==> config.mk <==
export PLATFORM = sky130hd
export DESIGN_NAME = sclk_gen
export DESIGN_NICKNAME = d
export VERILOG_FILES = /design/src/rtl/sclk_pkg.sv /design/src/rtl/sclk_prescaler.sv /design/src/rtl/sclk_cfg_ctrl.sv /design/src/rtl/sclk_domain.sv /design/src/rtl/sclk_gen.sv
export SDC_FILE = /design/constraint.sdc
export NUM_CORES = 1
export LEC_CHECK = 0
export ABC_AREA = 1
export CORE_ASPECT_RATIO = 0.75
export CORE_MARGIN = 2
export CORE_UTILIZATION = 30
export DETAILED_ROUTE_END_ITERATION = 10
export GPL_TIMING_DRIVEN = 0
export PLACE_DENSITY = 0.62
export SLEW_MARGIN = 15
export SYNTH_ARGS = -nofsm -noshare
export SYNTH_HDL_FRONTEND = slang
export SYNTH_SLANG_ARGS = --single-unit
export TNS_END_PERCENT = 1
==> constraint.sdc <==
create_clock -name clk -period 2.31 [get_ports clk]
set_input_delay 0.693 -clock clk [delete_from_list [all_inputs] [get_ports clk]]
set_output_delay 0.693 -clock clk [all_outputs]
set_load 0.02 [all_outputs]
==> src/rtl/sclk_pkg.sv <==
package sclk_pkg;
  localparam int NDOM    = 4;
  localparam int DOM_CPU = 0;
  localparam int DOM_HSB = 1;
  localparam int DOM_PBA = 2;
  localparam int DOM_PBB = 3;
endpackage

==> src/rtl/sclk_prescaler.sv <==
module sclk_prescaler #(
  parameter int PW = 8
) (
  input  logic          clk,
  input  logic          rst_n,
  input  logic          tick,
  output logic [PW-1:0] cnt,
  output logic [PW-1:0] tap_pulse,
  output logic          wrap
);
  always_ff @(posedge clk) begin
    if (!rst_n)    cnt <= '0;
    else if (tick) cnt <= cnt + 1'b1;
  end

  // Tap n fires when the low n+1 count bits are all ones.
  for (genvar n = 0; n < PW; n++) begin : g_tap
    assign tap_pulse[n] = tick && (&cnt[n:0]);
  end

  assign wrap = tap_pulse[PW-1];
endmodule

==> src/rtl/sclk_cfg_ctrl.sv <==
module sclk_cfg_ctrl
  import sclk_pkg::*;
#(
  parameter int PW = 8,
  parameter int TW = $clog2(PW)
) (
  input  logic               clk,
  input  logic               rst_n,
  input  logic               cfg_valid,
  output logic               cfg_ready,
  input  logic               cfg_pll,
  input  logic [NDOM-1:0]    cfg_div_en,
  input  logic [NDOM*TW-1:0] cfg_tap,
  output logic               cfg_err,
  input  logic               wrap,
  output logic               act_pll,
  output logic [NDOM-1:0]    act_div_en,
  output logic [NDOM*TW-1:0] act_tap
);
  logic               pend;
  logic               pnd_pll;
  logic [NDOM-1:0]    pnd_div_en;
  logic [NDOM*TW-1:0] pnd_tap;
  logic [TW:0]        ex [NDOM];
  logic               taps_ok;
  logic               order_ok;
  logic               hs;

  always_comb begin
    taps_ok = 1'b1;
    for (int d = 0; d < NDOM; d++) begin
      ex[d] = cfg_div_en[d] ? ({1'b0, cfg_tap[d*TW +: TW]} + 1'b1) : '0;
      if (cfg_div_en[d] && (int'(cfg_tap[d*TW +: TW]) >= PW)) taps_ok = 1'b0;
    end
    order_ok = (ex[DOM_CPU] <= ex[DOM_HSB]) && (ex[DOM_PBB] == ex[DOM_HSB]) &&
               (ex[DOM_HSB] <= ex[DOM_PBA]);
  end

  assign cfg_ready = !pend;
  assign hs        = cfg_valid && cfg_ready;

  always_ff @(posedge clk) begin
    if (!rst_n) begin
      pend       <= 1'b0;
      cfg_err    <= 1'b0;
      pnd_pll    <= 1'b0;
      pnd_div_en <= '0;
      pnd_tap    <= '0;
      act_pll    <= 1'b0;
      act_div_en <= '0;
      act_tap    <= '0;
    end else if (hs) begin
      if (taps_ok && order_ok) begin
        pend       <= 1'b1;
        cfg_err    <= 1'b0;
        pnd_pll    <= cfg_pll;
        pnd_div_en <= cfg_div_en;
        pnd_tap    <= cfg_tap;
      end else begin
        cfg_err <= 1'b1;
      end
    end else if (pend && wrap) begin
      pend       <= 1'b0;
      act_pll    <= pnd_pll;
      act_div_en <= pnd_div_en;
      act_tap    <= pnd_tap;
    end
  end
endmodule

==> src/rtl/sclk_domain.sv <==
module sclk_domain #(
  parameter int PW   = 8,
  parameter int TW   = $clog2(PW),
  parameter int NMOD = 4
) (
  input  logic            clk,
  input  logic            rst_n,
  input  logic            main_tick,
  input  logic [PW-1:0]   tap_pulse,
  input  logic            div_en,
  input  logic [TW-1:0]   tap,
  input  logic            sleep,
  input  logic            mask_we,
  input  logic [NMOD-1:0] mask_wdata,
  output logic            dom_en,
  output logic [NMOD-1:0] mod_en
);
  logic [NMOD-1:0] mask;
  logic            raw;

  always_ff @(posedge clk) begin
    if (!rst_n)       mask <= '1;
    else if (mask_we) mask <= mask_wdata;
  end

  assign raw    = div_en ? tap_pulse[tap] : main_tick;
  assign dom_en = raw && !sleep;
  assign mod_en = {NMOD{dom_en}} & mask;
endmodule

==> src/rtl/sclk_gen.sv <==
module sclk_gen
  import sclk_pkg::*;
#(
  parameter int PW   = 8,
  parameter int NMOD = 4,
  localparam int TW  = $clog2(PW)
) (
  input  logic                 clk,
  input  logic                 rst_n,
  input  logic                 osc_tick,
  input  logic                 pll_tick,
  input  logic                 cfg_valid,
  output logic                 cfg_ready,
  input  logic                 cfg_pll,
  input  logic [NDOM-1:0]      cfg_div_en,
  input  logic [NDOM*TW-1:0]   cfg_tap,
  output logic                 cfg_err,
  input  logic [NDOM-1:0]      mask_we,
  input  logic [NMOD-1:0]      mask_wdata,
  input  logic [NDOM-1:0]      sleep,
  output logic [NDOM-1:0]      dom_en,
  output logic [NDOM*NMOD-1:0] mod_en
);
  logic               act_pll;
  logic [NDOM-1:0]    act_div_en;
  logic [NDOM*TW-1:0] act_tap;
  logic               main_tick;
  logic [PW-1:0]      psc_cnt;
  logic [PW-1:0]      tap_pulse;
  logic               psc_wrap;

  assign main_tick = act_pll ? pll_tick : osc_tick;

  sclk_prescaler #(.PW(PW)) u_psc (
    .clk(clk), .rst_n(rst_n), .tick(main_tick),
    .cnt(psc_cnt), .tap_pulse(tap_pulse), .wrap(psc_wrap)
  );

  sclk_cfg_ctrl #(.PW(PW), .TW(TW)) u_cfg (
    .clk(clk), .rst_n(rst_n), .cfg_valid(cfg_valid), .cfg_ready(cfg_ready),
    .cfg_pll(cfg_pll), .cfg_div_en(cfg_div_en), .cfg_tap(cfg_tap),
    .cfg_err(cfg_err), .wrap(psc_wrap), .act_pll(act_pll),
    .act_div_en(act_div_en), .act_tap(act_tap)
  );

  for (genvar d = 0; d < NDOM; d++) begin : g_dom
    sclk_domain #(.PW(PW), .TW(TW), .NMOD(NMOD)) u_dom (
      .clk(clk), .rst_n(rst_n), .main_tick(main_tick), .tap_pulse(tap_pulse),
      .div_en(act_div_en[d]), .tap(act_tap[d*TW +: TW]), .sleep(sleep[d]),
      .mask_we(mask_we[d]), .mask_wdata(mask_wdata),
      .dom_en(dom_en[d]), .mod_en(mod_en[d*NMOD +: NMOD])
    );
  end
endmodule

* Word level (Yosys, flattened, before mapping)
Index checks and enable logic that the tools add are counted.
Storage, ports and cells: register bits after elaboration 60, input bits 34, output and inout bits 22, word-level logic and storage cells 84
Operators by class: add/sub/neg operators 5, order comparisons 6, eq/ne operators 2, multiplexer cells 21, bitwise operators 5, reductions and logical operators 32
Operators by type and width (count):
- 3-bit by 1-bit adder with 4-bit output (second input constant) | 4
- 4-bit AND | 4
- 1-bit logical AND | 16
- 3-bit by 4-bit < comparator with 1-bit output (second input constant) | 4
- 4-bit two-way mux | 4
- 1-bit two-way mux | 13
- 1-bit binary-select mux with 3-bit select | 4
- 8-bit by 1-bit adder with 8-bit output (second input constant) | 1
- 4-bit <= comparator | 2
- 2-bit AND reduction | 4
- 8-bit AND reduction | 1
- 7-bit AND reduction | 1
- 6-bit AND reduction | 1
- 1-bit zero test | 5
- 5-bit AND reduction | 1
- 4-bit == test | 1
- 4-bit AND reduction | 1
- 3-bit AND reduction | 1
- 2-bit by 1-bit != test with 1-bit output (second input constant) | 1
- 2-bit nonzero test | 1
- 1-bit NOT | 1

* Depth between registers and ports, before layout
depth in word-level cells 7, depth in mapped cells 15

* Cells and area by module
A second synthesis with hierarchy kept.
Unflattened totals: cells, all modules 571, area, all modules 3803.6 um^2
Modules (own cells, without submodules):
- sclk_cfg_ctrl | times used 1, cells an instance 289, area each 2001.9 um^2, seq. area each 720.7 um^2
- sclk_domain | times used 4, cells an instance 52, area each 319.1 um^2, seq. area each 80.1 um^2
- sclk_prescaler | times used 1, cells an instance 70, area each 510.5 um^2, seq. area each 160.2 um^2
- sclk_gen | times used 1, cells an instance 4, area each 15.0 um^2, seq. area each 0.0 um^2

* Least setup slack after synthesis
No wires, ideal clock.
kind input port to output port, from input port pll_tick, to output port mod_en[0], data arrival time 1.823 ns, data required time 1.617 ns, slack -0.206 ns, cell stages on the path 10, buffers on the path 2, cell sequence nand2_1 > nand2_1 > buf_2 > buf_2 > nand3_1 > nand3_1 > nand3_1 > nand3_1 > nand2_1 > nor2_1
On the way: cells in the longest elaborated chain, start to end 7, elaborated cells on any way between the ends 14, those cells by class mux (4); bitwise (1); reduce/logical (9)
RTL lines:
- start: declaration | RTL line sclk_gen.sv:11 | input logic pll_tick,
- 1-bit two-way mux * | RTL line sclk_gen.sv:32 | assign main_tick = act_pll ? pll_tick : osc_tick;
- 1-bit logical AND | RTL line sclk_prescaler.sv:18 | assign tap_pulse[n] = tick && (&cnt[n:0]);
- 1-bit binary-select mux with 3-bit select | RTL line sclk_domain.sv:26 | assign raw = div_en ? tap_pulse[tap] : main_tick;
- 1-bit two-way mux (not written as such) | RTL line sclk_domain.sv:26
- 1-bit two-way mux * | RTL line sclk_domain.sv:26
- 1-bit logical AND * | RTL line sclk_domain.sv:27 | assign dom_en = raw && !sleep;
- 4-bit AND * | RTL line sclk_domain.sv:28 | assign mod_en = {NMOD{dom_en}} & mask;
- end: declaration | RTL line sclk_gen.sv:22 | output logic [NDOM*NMOD-1:0] mod_en
Every way passes the cells marked *; elsewhere a longest branch is shown, timed or not. The select of a mux whose other input is x is not followed.

* Worst setup path in the final report
from input port pll_tick, to output port mod_en[3]
The elaborated chain is that of the path after synthesis.

==> results.toml <==
[placement]
dp_hpwl_um = 7430
portBuffers = 55
placedInstanceArea_um2 = 4420
gp_congestion = 0.881
pre_cts_ws_ns = -1.28

[yosys]
synth_compound_area_share_pct = 13.9
yosysTopAreaCellShare_pct = 35.0
yosys.area_share.simple_pct = 30.0
synth_area_um2 = 3430
yosysTopAreaCell = "dfxtp_1"
synth-seq-area-share_pct = 35.0
synth_mux_area_share_pct = 0
syn_nets = 579
synthCells = 530
yosys.area_share.xor_xnor_pct = 0
synth_top_family_by_area = "simple AND/OR/NAND/NOR gates"
syn_area_per_cell_um2 = 6.47
synthAdderAreaFrac_pct = 5.47
synth-seq-cells = 60
yosysWarnings = 0
synth_area_leaders = "dfxtp_1, inv_1, nand2_1"
synth_cell_type_count = 24

[sta]
period_minus_slack_ns = 2.70
finalMaxSlewViolations = 0
min_period_over_period_pct = 117
setup_viol = 39
worst_pin_slew_ns = 0.536
hold_viol_final = 0
fmax_mhz = 371
maxSlewHeadroom_pct = 64.3
rsz0062_at_grt = "yes"
fin_skew_ns = 0.00565
final.setup.worst_slack_ns = -0.385

[floorplanning]
die_area_um2 = 12300
io_pins = 56
die_x_um = 127
core.rowCount = 33
initial_utilization_pct = 31.1
core_area_um2 = 11000
die_h_um = 96.6

[clock_network]
hold_buffers = 0
cts_buffers = 9
clkLatencyLatePin_ns = 0.33
cts.sinks = 60
clk_pin_slew_ns = 0.05
cts_tree = "done"
cts_root_buf = "clkbuf_16"
htreeDepth = 3
cts_max_path_buffers = 2

[power]
vdd_drop_max_uv = 332
p_leak_nw = 2.43
power_density_nw_per_um2 = 571

[finish]
layout.nets = 669
layout-drive-gt1-share_pct = 26.6
multi_input_area_um2 = 2160
antenna_cells = 0
final_design_area_no_fill_um2 = 5300
ff_latch_area_um2 = 1210
num-fill-cells = 1048
finish.utilization_pct = 48.1
area_delta_synth_final_pct = 54.6

[grt]
grt_usage_pct = 17.5
grt_max_degree = 11
antenna_found_initial = 0
overflow = 0
grt_pass1_wl_um = 17200
grt_pass1_vias = 3585

[critical_path]
crit_fanout = 7
r2r_end = "u_cfg.act_tap[10]"
reg2reg_slack_ns = 0.22
worst-setup-path-type = "in -> out"
cp.arrival_ns = 2.00
end_kind = "output port"
r2r-start = "u_psc.cnt[0]"
critPathLaunch = "pll_tick"
crit_required_ns = 1.62
start_kind = "input pin"
r2r_cells = 8

[routing]
vias = 3701
ant_nets = 0
drt_wl_total_um = 10500
drc = 0
viasPerCell = 4.84
drt_iter0_drc = 253
routedWlPerCell_um = 13.7
dr.pass1.iters = 5

[hold_path]
holdPathStages = 2
hold_class = "reg -> reg"
hold_path_end = "u_cfg.act_div_en[0]"
min_from = "u_cfg.act_div_en[0]"

[run_status]
failed_checks = "negative setup slack"
status = "complete, but fails checks"

[run]
drv_cap = 0
## metrics by stage
step / hold slack, ns / power, W / setup TNS (ns) / cells
3_3_place_gp: 0.463 / 0.00167 / -41.10 / 725
3_5_place_dp: 0.469 / 0.00169 / -43.76 / 725
6_report: 0.491 / 0.00303 / -10.38 / 765
5_1_grt: 0.518 / 0.00317 / -13.98 / 765
4_1_cts: 0.482 / 0.00301 / -11.20 / 757
2_1_floorplan: 0.443 / 0.00148 / -0.380 / 530
## worst max-delay path by stage
stage,end,slack (ns),cells after the start
3_5_place_dp,mod_en[12],-1.28,12
2_1_floorplan,dom_en[1],-0.03,11
6_report,mod_en[3],-0.39,14
3_3_place_gp,dom_en[3],-1.24,13
5_1_grt,mod_en[5],-0.47,11
4_1_cts,mod_en[3],-0.34,14
## cell usage after synthesis
library cell,instances
buf_4,4
buf_2,6
dfxtp_1,60
o21ai_0,39
nand3_1,59
nor2_1,46
a21oi_1,49
inv_2,3
nand2_1,93
o21ai_1,1
nand2_2,1
nor2_4,1
clkbuf_1,10
buf_6,1
nor3_1,2
o21bai_1,4
nand3_4,1
nand4_1,20
ha_1,15
nor2_8,1
inv_1,111
nor4_1,1
nor2_2,1
nand3_2,1
## flip-flops by register name (all words and copies together), names as in the netlist
name              flops
g_dom.u_dom.mask     16
u_cfg.act_tap        12
u_cfg.pnd_tap        12
u_psc.cnt             8
u_cfg.act_div_en      4
u_cfg.pnd_div_en      4
u_cfg.act_pll         1
u_cfg.cfg_err         1
u_cfg.pend            1
u_cfg.pnd_pll         1
## metal layers
layer	vias to the layer above	global-route usage [%]	part of all wire (%)
li1	1873	-	-
met1	1751	22.6	46
met2	65	29.1	48
met3	12	4.54	4.3
met4	0	4.48	1.1
met5	-	0	0
## final cells by class
cell class                      count  area share, %
Timing Repair Buffer               82           17.1
Inverter                          114           8.12
Clock buffer                       15           5.24
Multi-Input combinational cell    335           40.6
Tap cell                          140           3.30
Clock inverter                      1         0.0944
Buffer                             18           2.74
Sequential cell                    60           22.8
## placed cells by master (no fill, tap or decap), types with 2 or more instances in the layout
cell / instances
dlymetal6s2s_1: 7
nand3_4: 2
clkbuf_16: 10
nor2_4: 21
nor2_2: 2
nand3_2: 33
nand3_1: 26
ha_2: 2
clkbuf_1: 11
ha_1: 10
dfxtp_2: 2
dfxtp_1: 57
buf_6: 27
buf_8: 4
buf_4: 19
a21oi_1: 45
buf_12: 4
o21ai_0: 34
nand2_1: 82
clkdlybuf4s50_1: 25
inv_1: 104
inv_2: 9
nand2_4: 7
nand4_1: 20
a21oi_2: 3
buf_16: 2
nand2_2: 5
nor3_1: 2
o21ai_1: 5
nor2_1: 25
clkbuf_8: 3
ha_4: 3
o21bai_1: 4
## cell families (layout without fill, tap and decap cells)
group	count (synthesis)	in the layout
AO/OA/AOI/OAI	93	93
flip-flops	60	60
buffers and inverters	135	230
AND/OR/NAND/NOR	227	227
adder cells (fa/ha/maj)	15	15
## where the power goes
group	switching (W)	internal [W]
Clock	0.000437	0.000811
Combinational	0.000372	0.000300
Sequential	0.0000219	0.00109
## critical path, stage by stage
cell and delay, ns:
buf_6 0.09, nand2_4 0.05, nand2_4 0.05, buf_12 0.14
buf_12 0.12, buf_16 0.13, nand3_2 0.09, nand3_2 0.08
nand3_2 0.07, nand3_2 0.08, nand2_4 0.11, buf_12 0.12
nor2_4 0.03, buf_6 0.12
## timing repair
item / CTS / global route
setup buffers: 16 / 8
pin swaps: 21 / 15
cloned: 2 / 1
resized for setup: 183 / 37
endpoints found under the setup margin: 43 / 39
No activity file was read; power rests on OpenSTA's default activity.
